## src/rtl/cfgtb_pkg.sv

```systemverilog
package cfgtb_pkg;
  typedef enum logic [1:0] {
    WS_IDLE,
    WS_CFG,
    WS_FLASH,
    WS_ACK
  } word_state_e;

  typedef enum logic [1:0] {
    PH_COUNT,
    PH_ADDR,
    PH_DATA
  } frame_phase_e;
endpackage

```

## src/rtl/cfgtb_sync.sv

```systemverilog
module cfgtb_sync #(
  parameter int W      = 4,
  parameter int STAGES = 2
) (
  input  logic         clk,
  input  logic         rst_n,
  input  logic [W-1:0] d,
  output logic [W-1:0] q
);
  logic [W-1:0] stg [STAGES];

  always_ff @(posedge clk or negedge rst_n) begin
    if (!rst_n) begin
      for (int i = 0; i < STAGES; i++) stg[i] <= '0;
    end else begin
      stg[0] <= d;
      for (int i = 1; i < STAGES; i++) stg[i] <= stg[i-1];
    end
  end

  assign q = stg[STAGES-1];
endmodule

```

## src/rtl/cfgtb_cfg_push.sv

```systemverilog
module cfgtb_cfg_push #(
  parameter int DATA_W = 32
) (
  input  logic              clk,
  input  logic              rst_n,
  input  logic              abort,
  input  logic              start,
  input  logic [DATA_W-1:0] word,
  input  logic              ready,
  output logic              valid,
  output logic [DATA_W-1:0] data,
  output logic              done
);
  always_ff @(posedge clk or negedge rst_n) begin
    if (!rst_n) begin
      valid <= 1'b0;
      data  <= '0;
      done  <= 1'b0;
    end else begin
      done <= 1'b0;
      if (abort) begin
        valid <= 1'b0;
      end else if (start) begin
        valid <= 1'b1;
        data  <= word;
      end else if (valid && ready) begin
        valid <= 1'b0;
        done  <= 1'b1;
      end
    end
  end
endmodule

```

## src/rtl/cfgtb_flash_seq.sv

```systemverilog
module cfgtb_flash_seq #(
  parameter int DATA_W = 32,
  parameter int ADDR_W = 24,
  parameter int LANE_W = 3
) (
  input  logic              clk,
  input  logic              rst_n,
  input  logic              abort,
  input  logic              load,
  input  logic [ADDR_W-1:0] load_addr,
  input  logic              start,
  input  logic              rd,
  input  logic [DATA_W-1:0] word,
  input  logic [LANE_W-1:0] nbytes,
  input  logic              ready,
  input  logic [7:0]        rdata,
  output logic [ADDR_W-1:0] addr,
  output logic [7:0]        wdata,
  output logic              we,
  output logic              re,
  output logic              done,
  output logic [DATA_W-1:0] rword
);
  localparam int LANES = DATA_W / 8;
  localparam int IDX_W = (LANES > 1) ? $clog2(LANES) : 1;

  logic              busy;
  logic              rd_q;
  logic [IDX_W-1:0]  idx;
  logic [LANE_W-1:0] left;
  logic [DATA_W-1:0] wq;

  always_ff @(posedge clk or negedge rst_n) begin
    if (!rst_n) begin
      busy  <= 1'b0;
      rd_q  <= 1'b0;
      idx   <= '0;
      left  <= '0;
      wq    <= '0;
      addr  <= '0;
      rword <= '0;
      done  <= 1'b0;
    end else begin
      done <= 1'b0;
      if (abort) begin
        busy <= 1'b0;
      end else if (load) begin
        addr <= load_addr;
      end else if (start) begin
        busy  <= 1'b1;
        rd_q  <= rd;
        idx   <= '0;
        left  <= nbytes;
        wq    <= word;
        rword <= '0;
      end else if (busy && ready) begin
        addr <= addr + 1'b1;
        if (rd_q) rword[{idx, 3'b000} +: 8] <= rdata;
        idx  <= idx + 1'b1;
        left <= left - 1'b1;
        if (left == LANE_W'(1)) begin
          busy <= 1'b0;
          done <= 1'b1;
        end
      end
    end
  end

  assign we    = busy && !rd_q;
  assign re    = busy && rd_q;
  assign wdata = wq[{idx, 3'b000} +: 8];
endmodule

```

## src/rtl/cfg_transport_bridge.sv

```systemverilog
module cfg_transport_bridge #(
  parameter int DATA_W      = 32,
  parameter int ADDR_W      = 24,
  parameter int CNT_W       = 32,
  parameter int SYNC_STAGES = 2
) (
  input  logic              clk,
  input  logic              rst_n,
  input  logic [DATA_W-1:0] host_data_i,
  input  logic              host_strobe_i,
  input  logic              host_mode_i,
  input  logic              host_target_i,
  input  logic              host_dir_i,
  output logic              host_ack_o,
  output logic [DATA_W-1:0] host_rdata_o,
  output logic              err_o,
  output logic [DATA_W-1:0] cfg_data_o,
  output logic              cfg_valid_o,
  input  logic              cfg_ready_i,
  output logic [ADDR_W-1:0] fl_addr_o,
  output logic [7:0]        fl_wdata_o,
  output logic              fl_we_o,
  output logic              fl_re_o,
  input  logic [7:0]        fl_rdata_i,
  input  logic              fl_ready_i
);
  import cfgtb_pkg::*;

  localparam int LANES  = DATA_W / 8;
  localparam int LANE_W = $clog2(LANES + 1);

  logic [3:0] ctl_s;
  logic       stb_s, mode_s, tgt_s, dir_s, stb_q, stb_rise;

  cfgtb_sync #(.W(4), .STAGES(SYNC_STAGES)) u_sync (
    .clk (clk),
    .rst_n (rst_n),
    .d ({host_strobe_i, host_mode_i, host_target_i, host_dir_i}),
    .q (ctl_s)
  );

  assign {stb_s, mode_s, tgt_s, dir_s} = ctl_s;

  always_ff @(posedge clk or negedge rst_n) begin
    if (!rst_n) stb_q <= 1'b0;
    else        stb_q <= stb_s;
  end

  assign stb_rise = stb_s && !stb_q;

  word_state_e       st;
  frame_phase_e      ph;
  logic              tgt_lk, dir_lk;
  logic [CNT_W-1:0]  rem;
  logic [LANE_W-1:0] nb_q, nb_next;
  logic              frame_active, abort, take;
  logic              cfg_start, fl_load, fl_start;
  logic              cfg_done, fl_done;
  logic              push_valid, eng_we, eng_re;
  logic [DATA_W-1:0] fl_rword;

  assign frame_active = (ph != PH_COUNT) || (st == WS_CFG) || (st == WS_FLASH);
  assign abort        = frame_active && (!mode_s || (tgt_s != tgt_lk));
  assign take         = (st == WS_IDLE) && stb_rise && mode_s && !abort;
  assign cfg_start    = take && (ph == PH_COUNT) && !tgt_s;
  assign fl_load      = take && (ph == PH_ADDR);
  assign fl_start     = take && (ph == PH_DATA);
  assign nb_next      = (rem >= CNT_W'(LANES)) ? LANE_W'(LANES) : rem[LANE_W-1:0];

  always_ff @(posedge clk or negedge rst_n) begin
    if (!rst_n) begin
      st           <= WS_IDLE;
      ph           <= PH_COUNT;
      tgt_lk       <= 1'b0;
      dir_lk       <= 1'b0;
      rem          <= '0;
      nb_q         <= '0;
      host_rdata_o <= '0;
      err_o        <= 1'b0;
    end else if (abort) begin
      st    <= WS_IDLE;
      ph    <= PH_COUNT;
      err_o <= 1'b1;
    end else begin
      case (st)
        WS_IDLE: begin
          if (take) begin
            case (ph)
              PH_COUNT: begin
                tgt_lk <= tgt_s;
                if (!tgt_s) begin
                  st <= WS_CFG;
                end else begin
                  rem    <= host_data_i[CNT_W-1:0];
                  dir_lk <= dir_s;
                  ph     <= PH_ADDR;
                  st     <= WS_ACK;
                end
              end
              PH_ADDR: begin
                ph <= (rem == '0) ? PH_COUNT : PH_DATA;
                st <= WS_ACK;
              end
              default: begin
                nb_q <= nb_next;
                st   <= WS_FLASH;
              end
            endcase
          end
        end
        WS_CFG: if (cfg_done) st <= WS_ACK;
        WS_FLASH: begin
          if (fl_done) begin
            rem <= rem - CNT_W'(nb_q);
            if (rem == CNT_W'(nb_q)) ph <= PH_COUNT;
            if (dir_lk) host_rdata_o <= fl_rword;
            st <= WS_ACK;
          end
        end
        default: if (!stb_s) st <= WS_IDLE;
      endcase
    end
  end

  assign host_ack_o = (st == WS_ACK);

  cfgtb_cfg_push #(.DATA_W(DATA_W)) u_push (
    .clk   (clk),
    .rst_n (rst_n),
    .abort (abort),
    .start (cfg_start),
    .word  (host_data_i),
    .ready (cfg_ready_i),
    .valid (push_valid),
    .data  (cfg_data_o),
    .done  (cfg_done)
  );

  cfgtb_flash_seq #(.DATA_W(DATA_W), .ADDR_W(ADDR_W), .LANE_W(LANE_W)) u_seq (
    .clk       (clk),
    .rst_n     (rst_n),
    .abort     (abort),
    .load      (fl_load),
    .load_addr (host_data_i[ADDR_W-1:0]),
    .start     (fl_start),
    .rd        (dir_lk),
    .word      (host_data_i),
    .nbytes    (nb_next),
    .ready     (fl_ready_i),
    .rdata     (fl_rdata_i),
    .addr      (fl_addr_o),
    .wdata     (fl_wdata_o),
    .we        (eng_we),
    .re        (eng_re),
    .done      (fl_done),
    .rword     (fl_rword)
  );

  assign cfg_valid_o = push_valid && mode_s;
  assign fl_we_o     = eng_we && mode_s;
  assign fl_re_o     = eng_re && mode_s;
endmodule

```

## config.mk

```make
export PLATFORM = sky130hd
export DESIGN_NAME = cfg_transport_bridge
export DESIGN_NICKNAME = d
export VERILOG_FILES = /design/src/rtl/cfgtb_pkg.sv /design/src/rtl/cfgtb_sync.sv /design/src/rtl/cfgtb_cfg_push.sv /design/src/rtl/cfgtb_flash_seq.sv /design/src/rtl/cfg_transport_bridge.sv
export SDC_FILE = /design/constraint.sdc
export NUM_CORES = 1
export LEC_CHECK = 0
export ABC_AREA = 1
export BUFFER_PORTS_ARGS = -buffer_cell sky130_fd_sc_hd__buf_2
export CAP_MARGIN = 20
export CORE_UTILIZATION = 30
export CTS_BUF_LIST = sky130_fd_sc_hd__clkbuf_8
export DETAILED_ROUTE_END_ITERATION = 12
export RECOVER_POWER = 100
export SLEW_MARGIN = 20
export SYNTH_ARGS = -nofsm -noshare
export SYNTH_HDL_FRONTEND = slang
export SYNTH_SLANG_ARGS = --single-unit
```

## constraint.sdc

```tcl
create_clock -name clk -period 2.7 [get_ports clk]
set_input_delay 0.135 -clock clk [delete_from_list [all_inputs] [get_ports clk]]
set_output_delay 0.135 -clock clk [all_outputs]
set_load 0.005 [all_outputs]
```

==> metrics.csv, run 1 <==
metric,value,unit
ys_async_sr_fraction,100,%
clkSinkCount,213,
ir_drop,409,uV
synth_most_common_cell,nand2_1,
final_nets,1874,
drtIter0Drc,811,
area_growth,18.0,%
dpl.hpwl,25100,um
yosysSeqAreaShare,45.4,%
yosys-top-cells-area,"dfrtp_1 45%, nand2_1 18%, inv_1 6.2%",
path_class,flip-flop to flip-flop,
synth_enable_flop_cells,0,
synthCells,1623,
clk_pin_slew,60,ps
place.gp.congestion,0.912,
yosysUniqueCellTypes,37,
hold_class,input pin to flip-flop,
cts_root_buffer,clkbuf_8,
muxShareOfSynthArea,0,%
final_cells,2353,
io_pins,149,
powerDensity,879,nW/um^2
vias_per_cell,4.69,
drc,0,
clock_skew,18.6,ps
r2r_cells,9,
insertion_delay,560,ps
gr-total-overflow,0,
rsz0062_at_grt,false,
core_area,38600,um^2
clockBufferDepth,3,
whs_endpoint,rem[19],
grt_usage,17.7,%
synth.top_cell.area_share,45.4,%
outcome,"complete, no violations",
firstDrtPassIters,5,
synth-seq-cells,213,
cts-buffers-inserted,41,
num_rows,72,
crit_path_end_kind,flip-flop,
reg2reg_from,st[0],
synth_top_area_cell,dfrtp_1,
die_area,39900,um^2
die_w,200,um
synth_compound_area_share,8.86,%
max_freq,411,MHz
critPathMaxFanout,55,
synth_top_family_by_area,simple AND/OR/NAND/NOR gates,
placedCellCount,2248,
final_core_util,35.8,%
finalSetupViolations,0,
synth_ff_type,dfrtp_1,
hold_start,host_data_i[19],
avgRoutedWirePerCell,14.9,um
antenna_found_initial,0,
ant_nets,0,
syn_area,11700,um^2
synth_common_cells,"553 x nand2_1, 213 x dfrtp_1, 193 x inv_1",
h-tree-depth,2,
initial_core_util,30.4,%
leakagePower,0.00691,uW
grt_pass1_wl,55200,um
required,3180,ps
wirelength,35000,um
synthSimpleGateAreaFrac,33.3,%
syn_area_per_cell,7.23,um^2
worst_setup_path_start_kind,flip-flop,
min_period_over_period,90.1,%
grt_pass1_vias,10315,
rrSetupSlack,270,ps
worst_r2r_endpoint,rem[13],
slew_viol_final,0,
grt_max_degree,102,
antenna_cells,0,
worst_pin_slew,1420,ps
postCtsSetupBuffers,0,
maxSlewHeadroom,5.05,%
synth_adder_area_share,1.77,%
holdPathStages,5,
io_buffers,148,
num_vias,11031,
hold_viol_final,0,
worstPathArrival,2910,ps
ys.warnings.count,0,
die_h,200,um
drv_cap,0,
yosys.area_share.xor_xnor,0.970,%
tritoncts,done,
drive_gt1_share,8.99,%
period_needed,2430,ps
tns,0,ps
synth_nets,1687,
## kinds of logic (layout without fill, tap and decap cells)
family / Yosys count / in the layout
AND/OR/NAND/NOR: 925 / 925
buffers and inverters: 266 / 478
flip-flops: 213 / 213
AO/OA/AOI/OAI: 190 / 190
adder cells (fa/ha/maj): 16 / 16
XOR/XNOR: 13 / 13
## cell usage in the layout (no fill, tap or decap), drive strengths merged, types with 13 or more instances in the layout
cell         instances
nor2               184
dlygate4sd3         37
nand4               43
nand3               95
inv                210
clkinv              13
o21ai              169
buf                 81
nor3                24
clkbuf             135
nand2              555
ha                  15
dfrtp              213
## metal layers
layer	GRT usage [%]	vias up	part of all wire, %
li1	-	5489	-
met1	23.3	5149	44
met2	28.8	334	46
met3	3.70	59	6.9
met4	6.19	0	2.8
met5	0	-	0
## flip-flops by register name, indices dropped and copies added, names as in the netlist, 2 cells and up
signal        flops
u_seq.idx         2
u_seq.addr       24
ph                2
u_sync.stg        4
nb_q              3
u_seq.rword      32
u_seq.left        3
u_push.data      32
u_seq.wq         32
host_rdata_o     32
u_sync.q          4
st                2
rem              32
## where the power goes
part | internal [uW] | total (uW) | switching, uW
clock | 1640 | 3040 | 1400
sequential | 3980 | 4640 | 662
combinational | 1470 | 4490 | 3020
## timing repair
item / CTS / global route
gates resized for setup: 0 / 0
hold endpoints to repair: 173 / 0
hold buffers: 37 / 0
## worst max-delay path, stage by stage, from the launching register on
cell and delay (ps):
dfrtp_1 380, inv_1 90, ha_1 230, buf_4 300, a21oi_1 190, nand2_1 90
nor2_1 190, clkbuf_2 490, o21ai_0 180, o21ai_0 180
## through the flow
stage	area [um^2]	power (uW)	hold slack, ps	worst slack, ps
global route	13800	13200	38.4	45.2
CTS	14100	12500	1.15	318
finish	13800	12200	50.0	268
floorplan	11700	7820	-161	454
global placement	13000	9190	236	361
detailed placement	13000	9290	244	336
## how the worst max path moves through the flow
stage	start	to
finish	st[0]	rem[13]
global route	st[0]	rem[13]
CTS	st[0]	u_seq.left[2]
detailed placement	st[0]	u_seq.left[2]
global placement	st[0]	u_seq.left[2]
floorplan	u_seq.idx[0]	u_seq.rword[30]
## final cells by class
type | count | area [um^2]
multi-input combinational | 1144 | 5170
tap | 518 | 648
sequential | 213 | 5330
clock buffer | 46 | 633
clock inverter | 22 | 124
timing repair buffer | 207 | 1180
inverter | 203 | 762
fill | 4142 | 24800
Power figures use the tool's default switching activity.
==> run 2, diff against run 1 <==
- SYNTH_HIERARCHICAL: not set -> 1
==> run 2 against run 1 <==
  * Sequential power increased by 1%
  * Critical path type unchanged
  * Maximum frequency decreased by 1.9%
  * Synthesized cell count decreased by 7.2%
  * Largest power group is now combinational cells
  * Clock power increased by 13%
  * Via count decreased by 3.4%
  * Final cell count decreased by 4.2%
  * Routed wire length increased by 2.4%
==> metrics.csv, run 2 <==
metric,value,unit
cp_cell_sequence,"inv_1, ha_1, nand2_1, nor3_2, nand2_1, nor2_2, nor2_2, nand2_2, clkbuf_4, mux2_2",
synth_enable_flop_cells,0,
synth_top_area_cell,dfrtp_1,
path_buf_inv,2,
crit_path_end_kind,flip-flop,
dpl.hpwl,25700,um
ir_drop,439,uV
synth_most_common_cell,nand2_1,
vias_per_cell,4.73,
outcome,"complete, no violations",
firstDrtPassIters,7,
synth_nets,1570,
num_rows,70,
grt_usage,18.9,%
grt_max_degree,65,
required,3160,ps
drtIter0Drc,660,
hold_class,input pin to flip-flop,
place.gp.congestion,0.918,
ant_nets,0,
core_area,36900,um^2
fillers,3930,
crit_path_start,st[0],
die_area,38600,um^2
synth_common_cells,"475 x nand2_1, 213 x dfrtp_1, 180 x nor2_1",
drc,0,
yosys-top-cells-area,"dfrtp_1 47%, nand2_1 16%, nor2_1 6.0%",
gr-total-overflow,0,
insertion_delay,590,ps
hold_viol_final,0,
drive_gt1_share,14.8,%
min_period_over_period,91.8,%
synth_ff_type,dfrtp_1,
slew_viol_final,0,
io_buffers,148,
final_cells,2254,
total_power,13000,uW
antenna_found_initial,0,
grt_pass1_vias,10237,
grt_pass1_wl,56500,um
tritoncts,done,
critPathMaxFanout,26,
antenna_cells,0,
final_cell_mix,"475 x nand2_1, 213 x dfrtp_1, 184 x nor2_1",
placedCellCount,2134,
worstPathArrival,2930,ps
worst_setup_path_start_kind,flip-flop,
h-tree-depth,2,
path_class,flip-flop to flip-flop,
cts-buffers-inserted,41,
synth-seq-cells,213,
hold_start,host_target_i,
period_needed,2480,ps
reg2reg_from,st[0],
avgRoutedWirePerCell,15.9,um
die_h,196,um
drv_cap,0,
io_pins,149,
cts_root_buffer,clkbuf_8,
crit_path_max_incr_delay,390,ps
slowest_stage,dfrtp_1,
wirelength,35800,um
final_nets,1784,
yosysUniqueCellTypes,38,
finalSetupViolations,0,
tns,0,ps
dpl_cell_area,12700,um^2
max_freq,403,MHz
final_core_util,37.8,%
leakagePower,0.00695,uW
worst_pin_slew,1200,ps
synth.top_cell.area_share,47.0,%
ys.warnings.count,6,
ys_async_sr_fraction,100,%
layout_commonest_cell,nand2_1,
clockBufferDepth,3,
clock_skew,18.3,ps
area_growth,22.8,%
yosysSeqAreaShare,47.0,%
initial_core_util,30.7,%
syn_area_per_cell,7.53,um^2
synthCells,1506,
rsz0062_at_grt,false,
powerDensity,934,nW/um^2
crit_family,simple AND/OR/NAND/NOR gates,
maxSlewHeadroom,20.1,%
die_w,196,um
num_vias,10655,
syn_area,11300,um^2
clk_pin_slew,60,ps
design_area,13900,um^2
clkSinkCount,213,
postCtsSetupBuffers,0,
-- run 2: per-stage QoR --
stage / hold WS (ps) / worst slack, ps
final: 201 / 221
after global routing: 186 / 24.5
after CTS: 37.7 / 146
after detailed placement: 74.5 / 169
after global placement: 76.4 / 249
after floorplan: -161 / 200
-- run 2: final timing paths --
| kind | slack (ps) | to | depth (start not counted) |
|---|---|---|---|
| setup / recovery | 220 | u_seq/wq[12] | 10 |
| min in group asynchronous | 350 | u_push/data[27] | 2 |
| hold / removal | 200 | u_sync/stg[5] | 2 |
| max in group asynchronous | 780 | host_rdata_o[26] | 3 |
| hold reg to reg | 350 | u_sync/q[3] | 0 |
| setup reg to reg | 220 | u_seq/wq[12] | 10 |
-- run 2: per-layer routing --
metal / GRT usage, % / part of all wire (%) / wire, um / vias to the layer above
met4: 6.19 / 2.5 / 878 / 0
met3: 3.82 / 6.2 / 2220 / 56
met2: 30.1 / 46 / 16300 / 334
met1: 25.6 / 46 / 16400 / 5062
met5: 0 / 0 / 0 / -
li1: - / - / - / 5203
-- run 2: cell families (layout without fill, tap and decap cells) --
group / count (synthesis) / count (layout) / share of synthesized area (%)
AO/OA/AOI/OAI: 170 / 170 / 7.97
XOR/XNOR: 7 / 7 / 0.541
adder cells (fa/ha/maj): 16 / 16 / 1.83
buffers and inverters: 226 / 470 / 8.65
flip-flops: 213 / 213 / 47.0
multiplexers: 33 / 33 / 3.28
AND/OR/NAND/NOR: 841 / 841 / 30.7
-- run 2: what timing repair did --
item | CTS | global route
hold buffers | 47 | 0
endpoints found under the setup margin | 0 | 24
hold endpoints to repair | 361 | 0
resized for setup | 0 | 5
-- run 2: cell type report --
| class | count | area [um^2] | area share [%] |
|---|---|---|---|
| Sequential cell | 213 | 5330 | 38.3 |
| Clock buffer | 50 | 688 | 4.94 |
| Clock inverter | 23 | 184 | 1.32 |
| Inverter | 167 | 627 | 4.50 |
| Timing Repair Buffer | 230 | 1440 | 10.4 |
| Tap cell | 504 | 631 | 4.53 |
| Multi-Input combinational cell | 1067 | 5020 | 36.1 |
-- run 2: where the power goes --
part / internal (uW) / switching [uW]
Sequential: 3990 / 704
Clock: 1970 / 1480
Combinational: 1670 / 3190
-- run 2: worst reg2reg max path, cell delays in order (launching register included) --
cell and delay, ps:
dfrtp_1 390, inv_1 110, ha_1 190, nand2_1 70
nor3_2 190, nand2_1 220, nor2_2 200, nor2_2 60
nand2_2 110, clkbuf_4 390, mux2_2 410
